[config.mk]
export PLATFORM = sky130hd
export DESIGN_NAME = irq_pair_ctrl
export DESIGN_NICKNAME = d
export VERILOG_FILES = /design/src/rtl/irq_pkg.sv /design/src/rtl/irq_prio_pick.sv /design/src/rtl/irq_unit.sv /design/src/rtl/irq_pair_ctrl.sv
export SDC_FILE = /design/constraint.sdc
export NUM_CORES = 1
export LEC_CHECK = 0
export BUFFER_PORTS_ARGS = -buffer_cell sky130_fd_sc_hd__buf_2
export CAP_MARGIN = 15
export CORE_MARGIN = 1
export CORE_UTILIZATION = 45
export DETAILED_ROUTE_END_ITERATION = 10
export PLACE_DENSITY = 0.62
export SYNTH_ARGS = -nofsm -noshare
export SYNTH_HDL_FRONTEND = slang
export SYNTH_SLANG_ARGS = --single-unit
[constraint.sdc]
create_clock -name clk -period 12.6 [get_ports clk]
set_clock_uncertainty 0.2 [all_clocks]
set_input_delay 0.63 -clock clk [delete_from_list [all_inputs] [get_ports clk]]
set_output_delay 0.63 -clock clk [all_outputs]
set_load 0.03 [all_outputs]
[src/rtl/irq_pkg.sv]
package irq_pkg;
  localparam logic [7:0] CMD_EOI     = 8'h20;
  localparam logic [7:0] CMD_SEL_IRR = 8'h0A;
  localparam logic [7:0] CMD_SEL_ISR = 8'h0B;

  typedef enum logic { RD_PEND = 1'b0, RD_INSV = 1'b1 } rd_sel_e;
endpackage

[src/rtl/irq_prio_pick.sv]
// Lowest set index wins (index 0 = highest priority).
module irq_prio_pick #(
  parameter int N = 8,
  localparam int IW = (N > 1) ? $clog2(N) : 1
) (
  input  logic [N-1:0]  vec,
  output logic          any,
  output logic [IW-1:0] idx
);
  always_comb begin
    any = 1'b0;
    idx = '0;
    for (int i = N - 1; i >= 0; i--) begin
      if (vec[i]) begin
        any = 1'b1;
        idx = IW'(i);
      end
    end
  end
endmodule

[src/rtl/irq_unit.sv]
// One eight-line unit: edge latch, mask, in-service tracking, selection.
module irq_unit
  import irq_pkg::*;
#(
  parameter int N  = 8,
  parameter int DW = 8,
  localparam int IW = (N > 1) ? $clog2(N) : 1
) (
  input  logic          clk,
  input  logic          rst_n,
  input  logic [N-1:0]  edge_src,
  input  logic [N-1:0]  lvl_src,
  input  logic          wr_cmd,
  input  logic          wr_mask,
  input  logic [DW-1:0] wdata,
  input  logic          ack,
  output logic          out_req,
  output logic [IW-1:0] out_idx,
  output logic [N-1:0]  isr,
  output logic [N-1:0]  imr,
  output logic [DW-1:0] status
);
  localparam logic [N-1:0] ONE = {{(N-1){1'b0}}, 1'b1};

  logic [N-1:0]  irr;
  logic [N-1:0]  src_q;
  rd_sel_e       rd_sel;

  logic [N-1:0]  rise;
  logic [N-1:0]  cand;
  logic          c_any, s_any;
  logic [IW-1:0] c_idx, s_idx;
  logic [N-1:0]  ack_hit, eoi_hit;
  logic          do_eoi;

  assign rise = edge_src & ~src_q;
  assign cand = (irr | lvl_src) & ~imr;

  irq_prio_pick #(.N(N)) u_pick_cand (.vec(cand), .any(c_any), .idx(c_idx));
  irq_prio_pick #(.N(N)) u_pick_insv (.vec(isr),  .any(s_any), .idx(s_idx));

  // Offer only if nothing of equal or higher priority is in service.
  assign out_req = c_any && (!s_any || (c_idx < s_idx));
  assign out_idx = c_idx;

  assign do_eoi  = wr_cmd && (wdata == DW'(CMD_EOI)) && s_any;
  assign ack_hit = (ack && out_req) ? (ONE << c_idx) : '0;
  assign eoi_hit = do_eoi ? (ONE << s_idx) : '0;

  always_ff @(posedge clk) begin
    if (!rst_n) begin
      src_q  <= '0;
      irr    <= '0;
      isr    <= '0;
      imr    <= '1;
      rd_sel <= RD_PEND;
    end else begin
      src_q <= edge_src;
      irr   <= (irr & ~ack_hit) | rise;
      isr   <= (isr & ~eoi_hit) | ack_hit;
      if (wr_mask) imr <= wdata[N-1:0];
      if (wr_cmd) begin
        if (wdata == DW'(CMD_SEL_ISR))      rd_sel <= RD_INSV;
        else if (wdata == DW'(CMD_SEL_IRR)) rd_sel <= RD_PEND;
      end
    end
  end

  assign status = (rd_sel == RD_INSV) ? DW'(isr) : DW'(irr);
endmodule

[src/rtl/irq_pair_ctrl.sv]
// Master/slave pair with cascade on one master input and legacy reroute.
module irq_pair_ctrl #(
  parameter int          N           = 8,
  parameter int          DW          = 8,
  parameter int          AW          = 8,
  parameter int          VW          = 8,
  parameter int          CASCADE_IN  = 2,
  parameter int          LEGACY_DST  = 1,
  parameter logic [AW-1:0] MASTER_PORT = 8'h20,
  parameter logic [AW-1:0] SLAVE_PORT  = 8'hA0,
  parameter logic [VW-1:0] MASTER_BASE = 8'h08,
  parameter logic [VW-1:0] SLAVE_BASE  = 8'h70,
  localparam int IW = (N > 1) ? $clog2(N) : 1
) (
  input  logic            clk,
  input  logic            rst_n,
  input  logic [2*N-1:0]  irq_in,
  input  logic [AW-1:0]   io_addr,
  input  logic            io_wr,
  input  logic            io_rd,
  input  logic [DW-1:0]   io_wdata,
  output logic [DW-1:0]   io_rdata,
  output logic            int_valid,
  input  logic            int_ready,
  output logic [VW-1:0]   int_vector
);
  localparam logic [N-1:0]  CASC_BIT   = N'(1) << CASCADE_IN;
  localparam logic [N-1:0]  LEGACY_BIT = N'(1) << LEGACY_DST;
  localparam logic [AW-1:0] M_MASK_PORT = AW'(MASTER_PORT + 1);
  localparam logic [AW-1:0] S_MASK_PORT = AW'(SLAVE_PORT + 1);

  logic [N-1:0]  m_edge, s_edge, m_lvl;
  logic          m_req, s_req;
  logic [IW-1:0] m_idx, s_idx;
  logic [N-1:0]  m_isr, s_isr, m_imr, s_imr;
  logic [DW-1:0] m_status, s_status;
  logic          take, m_on_casc;

  // Master input at the cascade position carries no device.
  assign m_edge = irq_in[N-1:0] & ~CASC_BIT;
  // Legacy line is steered onto the slave.
  assign s_edge = irq_in[2*N-1:N] | (irq_in[CASCADE_IN] ? LEGACY_BIT : '0);
  assign m_lvl  = s_req ? CASC_BIT : '0;

  assign take      = int_valid && int_ready;
  assign m_on_casc = (m_idx == IW'(CASCADE_IN));

  irq_unit #(.N(N), .DW(DW)) u_master (
    .clk(clk), .rst_n(rst_n),
    .edge_src(m_edge), .lvl_src(m_lvl),
    .wr_cmd(io_wr && (io_addr == MASTER_PORT)),
    .wr_mask(io_wr && (io_addr == M_MASK_PORT)),
    .wdata(io_wdata), .ack(take),
    .out_req(m_req), .out_idx(m_idx),
    .isr(m_isr), .imr(m_imr), .status(m_status)
  );

  irq_unit #(.N(N), .DW(DW)) u_slave (
    .clk(clk), .rst_n(rst_n),
    .edge_src(s_edge), .lvl_src('0),
    .wr_cmd(io_wr && (io_addr == SLAVE_PORT)),
    .wr_mask(io_wr && (io_addr == S_MASK_PORT)),
    .wdata(io_wdata), .ack(take && m_on_casc),
    .out_req(s_req), .out_idx(s_idx),
    .isr(s_isr), .imr(s_imr), .status(s_status)
  );

  assign int_valid  = m_req;
  assign int_vector = m_on_casc ? (SLAVE_BASE + VW'(s_idx))
                                : (MASTER_BASE + VW'(m_idx));

  always_comb begin
    io_rdata = '0;
    if (io_rd) begin
      if (io_addr == MASTER_PORT)      io_rdata = m_status;
      else if (io_addr == M_MASK_PORT) io_rdata = DW'(m_imr);
      else if (io_addr == SLAVE_PORT)  io_rdata = s_status;
      else if (io_addr == S_MASK_PORT) io_rdata = DW'(s_imr);
    end
  end
endmodule

## Yosys cells after proc, flatten, opt, wreduce, memory -nomap -nowiden

Cells that the tools add are included.

| storage, ports and cells | value |
|---|---|
| register bits | 66 |
| word-level logic and storage cells | 150 |

| operators by class | value |
|---|---|
| add/sub/neg operators | 2 |
| $lt $le $gt $ge | 2 |
| equality and inequality tests | 8 |
| shift-type cells | 4 |
| multiplexer cells | 80 |
| bitwise logic cells | 22 |
| reduce and logical (&&, ||, !) cells | 21 |

Operators with widths:

| kind | count |
|---|---|
| $mux W3 | 33 |
| $mux W8 | 12 |
| $and A8 B8 Y8 | 8 |
| $not A8 Y8 | 8 |
| $mux W1 | 34 |
| $or A8 B8 Y8 | 4 |
| $shl A1 B3 Y8 const A | 4 |
| $eq A8 B6 Y1 const B | 3 |
| $eq A8 B4 Y1 const B | 2 |
| $eq A8 B8 Y1 const B | 2 |
| $logic_and A1 B1 Y1 | 14 |
| $add A7 B3 Y8 const A | 1 |
| $or A8 B2 Y8 | 1 |
| $or A8 B3 Y8 | 1 |
| $lt A3 B3 Y1 | 2 |
| $add A4 B3 Y5 const A | 1 |
| $reduce_and A2 Y1 | 2 |
| $eq A3 B2 Y1 const B | 1 |
| $logic_not A1 Y1 | 2 |
| $logic_or A1 B1 Y1 | 2 |
| $mux W2 | 1 |
| $reduce_bool A2 Y1 | 1 |

## Depth between registers and ports, before layout

| logic depth | value |
|---|---|
| depth after elaboration | 34 |
| gate-level depth with buffers | 21 |
| gate-level depth less buffers | 21 |

## By module

A second synthesis with hierarchy kept.

| unflattened totals | value |
|---|---|
| cells, all modules | 464 |
| area, all modules | 3963.8 um^2 |

Modules (own cells, without submodules):

| module | instances | cells each | area an instance (um^2) |
|---|---|---|---|
| irq_unit | 2 | 184 | 1599.0 |
| irq_pair_ctrl | 1 | 44 | 445.4 |
| irq_prio_pick | 4 | 13 | 80.1 |

## Least setup slack after synthesis

Ideal clock, no wire load.

| path | value |
|---|---|
| path type | reg-to-output |
| start | register u_slave.isr[2] |
| end | output int_valid |
| arrival time | 3.845 ns |
| data required time | 11.770 ns |
| slack | 7.925 ns |
| cell stages (with the launch flop) | 14 |
| path through | dfxtp_1 buf_6 or4_4 o311a_2 a221oi_4 nor3_1 nand2_1 inv_1 ha_1 nand2_1 nand2_1 a2111o_1 o21ai_4 a21boi_0 |

| between the ends | value |
|---|---|
| longest elaborated chain between the ends | 15 |
| elaborated cells between the ends (all ways) | 22 |
| classes of those cells | order compare (2); mux (13); bitwise (2); reduce/logical (5) |

RTL lines:

| item | line | RTL |
|---|---|---|
| start, declared | irq_unit.sv:19 | `output logic [N-1:0] isr,` |
| start signal, assigned | irq_unit.sv:60 | `isr <= (isr & ~eoi_hit) \| ack_hit;` |
| $mux W3 or $mux W1 (tied branches) (3 in series) | irq_prio_pick.sv:14 | `if (vec[i]) begin` |
| $lt A3 B3 Y1 or $logic_not A1 Y1 (tied branches) | irq_unit.sv:43 | `assign out_req = c_any && (!s_any \|\| (c_idx < s_idx));` |
| $logic_or A1 B1 Y1 * | irq_unit.sv:43 |  |
| $logic_and A1 B1 Y1 * | irq_unit.sv:43 |  |
| $mux W3 * | irq_pair_ctrl.sv:43 | `assign m_lvl = s_req ? CASC_BIT : '0;` |
| $or A8 B3 Y8 * | irq_unit.sv:37 | `assign cand = (irr \| lvl_src) & ~imr;` |
| $and A8 B8 Y8 * | irq_unit.sv:37 |  |
| $mux W3 (3 in series) | irq_prio_pick.sv:14 |  |
| $lt A3 B3 Y1 | irq_unit.sv:43 |  |
| $logic_or A1 B1 Y1 | irq_unit.sv:43 |  |
| $logic_and A1 B1 Y1 * | irq_unit.sv:43 |  |
| end, declared | irq_pair_ctrl.sv:23 | `output logic int_valid,` |

Every way passes the cells marked *; elsewhere a longest branch is shown, timed or not.

## Worst setup path after layout

| path | value |
|---|---|
| start | register u_slave.isr[6] |
| end | output int_valid |

| between the ends | value |
|---|---|
| longest elaborated chain between the ends | 19 |
| elaborated cells between the ends (all ways) | 30 |
| classes of those cells | order compare (2); mux (21); bitwise (2); reduce/logical (5) |

RTL lines:

| item | line |
|---|---|
| $mux W3 or $mux W1 (tied branches) (7 in series) | irq_prio_pick.sv:14 |
| $lt A3 B3 Y1 or $logic_not A1 Y1 (tied branches) | irq_unit.sv:43 |
| $logic_or A1 B1 Y1 * | irq_unit.sv:43 |
| $logic_and A1 B1 Y1 * | irq_unit.sv:43 |
| $mux W3 * | irq_pair_ctrl.sv:43 |
| $or A8 B3 Y8 * | irq_unit.sv:37 |
| $and A8 B8 Y8 * | irq_unit.sv:37 |
| $mux W3 (3 in series) | irq_prio_pick.sv:14 |
| $lt A3 B3 Y1 | irq_unit.sv:43 |
| $logic_or A1 B1 Y1 | irq_unit.sv:43 |
| $logic_and A1 B1 Y1 * | irq_unit.sv:43 |

Marked as above.

==> key figures <==
Status
  – Status: complete, no violations

Timing
  – Rel. slew slack: 39.1%
  – Slew Limit Fails: 0
  – Setup tns final: 0 ps
  – Hold Violations, Final: 0
  – RSZ-0062 raised after global routing: false
  – Tcrit/Tclk final: 40.8%
  – Worst-margin pin slew: 910 ps
  – Setup WS post-layout: 7460 ps
  – Fmax achieved: 0.195 GHz
  – Crit path time final: roughly 5100 ps
  – Setup Viol. Count Final: 0

Finish
  – Design Area, Final: around 4100 um^2
  – Final core utilization: a little over half
  – Syn-to-layout area delta: 14.6%
  – Diodes inserted: 0
  – Nets: slightly above 500
  – Layout cells sized above 1: around 18%

Power
  – Leak pwr: between 1.5 and 2 nW
  – Switch Pwr: between 0.1 and 0.15 mW
  – Pint: 0.332 mW
  – Power share of the sequential group: around 50%
  – Power per cell area: 105 nW/um^2
  – Max VDD drop: between 0.06 and 0.07 mV
  – Clock power frac: 43.3%
  – Comb pwr share: between 6 and 7%
  – Pwr Total: 0.433 mW
  – Sw frac: 23.3%

Clocking
  – CTS tree: yes
  – Clk_lat worst skew: 350 ps
  – Clock sinks: 65
  – Num CTS Buffers: 9
  – CTS resizes: 0
  – Cts hold-fix bufs: 0
  – Clock slew at reported path FFs: 70 ps
  – Htree depth: 3
  – Postcts setup bufs: 0
  – Root Driver: clkbuf_8
  – Clk buf depth: 2

Critical path
  – Worst R2R Path Depth: 16
  – CP startpoint: u_slave.isr[6]
  – Startpoint Class: register
  – Setup crit end kind: primary output
  – Reg2reg setup slack: 7710 ps
  – Worst Path Max Fanout: 6
  – Critical register-to-register path endpoint: u_slave.irr[1]
  – Reg2reg start: u_slave.isr[6]
  – Critical path class: reg2out
  – CP required: around 12000 ps
  – CP Capture Point: int_valid
  – CP arrival: 4310 ps

Synthesis
  – Synth unique cells: 57
  – Main synth FF type: dfxtp_1
  – Most common cell in the netlist: dfxtp_1
  – Syn_nets: 467
  – Synthesized area: between 3000 and 4000 um^2
  – Synth area leader: dfxtp_1
  – Post-synth ARST share: 0%
  – EDFF count, synth: 0
  – Yosys warns: 0
  – Post-synthesis cell count: around 430
  – Post-synth top area share: 36.2%
  – Register area share after synthesis: 36.2%
  – Flop and latch count out of synthesis: 65
  – Avg Cell Area, Syn: 8.42 um^2
  – Synth top area cells: dfxtp_1 36%, mux2i_1 11%, nand2_1 6.1%, o21ai_0 3.1%, nand2b_1 2.8%
  – Commonest cells post-synth: 65 x dfxtp_1, 58 x nand2_1, 40 x mux2i_1, 25 x inv_1, 25 x nor2_1

Floorplanning
  – FP Rows: 32
  – Die H: 91.4 um
  – Die width: about 91 um
  – # IOs: between 50 and 60
  – Die ar.: between 8000 and 9000 um^2
  – Core region area: 7730 um^2
  – Initial core utilization: 46.5%

GRT
  – Largest net degree at the start of global routing: 72
  – Antenna violations before repair: 0
  – GRT overflow: 0
  – Vias in the first global route: a little over 3000
  – GRT Total Usage: roughly a quarter
  – First-pass GRT wire length: 16.1 mm

Drt
  – Routed vias/inst: 5.73
  – DR iter-0 viols: 201
  – Via count: 3323
  – DR pass1 iterations: 4
  – Post-DRT Antenna Nets: 0
  – Routed len/inst: 16.9 um
  – WL final: around 9.8 mm
  – DRC: 0

Hold path
  – Hold depth: 1
  – Hold WC Path Type: reg2reg

Place
  – Post-place setup slack: 7830 ps
  – Final Wtd Congestion: 0.944
  – Port Buf Inserts: 52
  – DP HPWL: roughly 7.5 mm
  – Placed cell areas: between 3000 and 4000 um^2

Run
  – MaxCap Viol Count: 0
## worst min-delay path by stage
| stage | slack [ps] | end | start |
|---|---|---|---|
| floorplan | 200 | u_master.irr[0] | u_master.src_q[0] |
| global route | 220 | u_master.irr[5] | u_master.src_q[5] |
| finish | 210 | u_master.irr[5] | u_master.src_q[5] |
| global placement | 200 | u_master.irr[0] | u_master.src_q[0] |
| detailed placement | 210 | u_master.irr[0] | u_master.src_q[0] |
| CTS | 220 | u_master.irr[5] | u_master.src_q[5] |
## worst max-delay path, cell delays in order (launching register included)
cell and delay (ps):
dfxtp_1 410, nand2b_1 130, a21oi_1 90, o31ai_1 490
a2bb2oi_1 460, a221oi_4 180, nor3_1 440, nand2_1 210
inv_1 110, ha_1 240, nand2_1 60, nand2_1 50
a2111o_1 430, o21ai_4 240, a21boi_0 200, buf_2 220
## layer usage
layer | GRT usage, % | up-vias | routed length (um)
li1 | - | 1623 | -
met1 | 35.0 | 1569 | 4650
met2 | 37.8 | 121 | 4380
met3 | 5.70 | 10 | 660
met4 | 7.28 | 0 | 111
met5 | 0 | - | 0
## cell type report
type | count | area (um^2)
multi-input cells | 318 | 2100
clock inverters | 4 | 50.0
well taps | 102 | 128
fillers | 759 | 3610
inverters | 25 | 93.8
repair buffers | 54 | 275
flip-flops and latches | 65 | 1300
clock buffers | 12 | 165
## through the flow
step           cells  hold slack, ps
2_1_floorplan    427             199
3_3_place_gp     564             204
3_5_place_dp     564             209
4_1_cts          580             216
5_1_grt          580             222
6_report         580             212
## layout by cell type (no fill, tap or decap), types with 4 or more instances in the layout
| master | Yosys | routed |
|---|---|---|
| o21a_1 | 4 | 4 |
| o21ai_0 | 22 | 22 |
| o31ai_1 | 4 | 4 |
| a21oi_1 | 16 | 16 |
| nor3_1 | 10 | 10 |
| nand2b_1 | 16 | 16 |
| nor2b_1 | 11 | 11 |
| nor2_1 | 25 | 25 |
| o21bai_1 | 4 | 4 |
| a21boi_0 | 13 | 13 |
| nand3_1 | 12 | 12 |
| a32o_1 | 6 | 6 |
| clkbuf_8 | 0 | 12 |
| a221o_1 | 8 | 8 |
| and2_1 | 10 | 10 |
| buf_2 | 0 | 52 |
| nand2_1 | 58 | 58 |
| dfxtp_1 | 65 | 65 |
| o211ai_1 | 6 | 6 |
| mux2i_1 | 40 | 40 |
| inv_1 | 25 | 25 |
## cell families (layout without fill, tap and decap cells)
kind of cell,count (synthesis),in the layout,share of synthesized area (%)
compound gates,107,107,22.1
fa+ha+maj,3,3,1.04
buf+inv,44,95,5.22
flops,65,65,36.2
mux,40,40,11.1
other cells,1,1,0.104
simple gates,167,167,24.2
## power groups by stage
stage / sequential [mW] / combinational [mW] / clock [mW]
after detailed placement: 0.223 / 0.0272 / 0
after global routing: 0.219 / 0.0302 / 0.201
after floorplan: 0.221 / 0.0168 / 0
final: 0.218 / 0.0272 / 0.187
after global placement: 0.223 / 0.0268 / 0
after CTS: 0.218 / 0.0273 / 0.192
## sequential cells by signal, indices dropped and copies added, names as in the netlist, 7 cells and up
register and flops:
u_master.imr 8, u_master.irr 8, u_master.isr 8, u_master.src_q 7, u_slave.imr 8, u_slave.irr 8
u_slave.isr 8, u_slave.src_q 8
(Power assumes the default switching activity.)
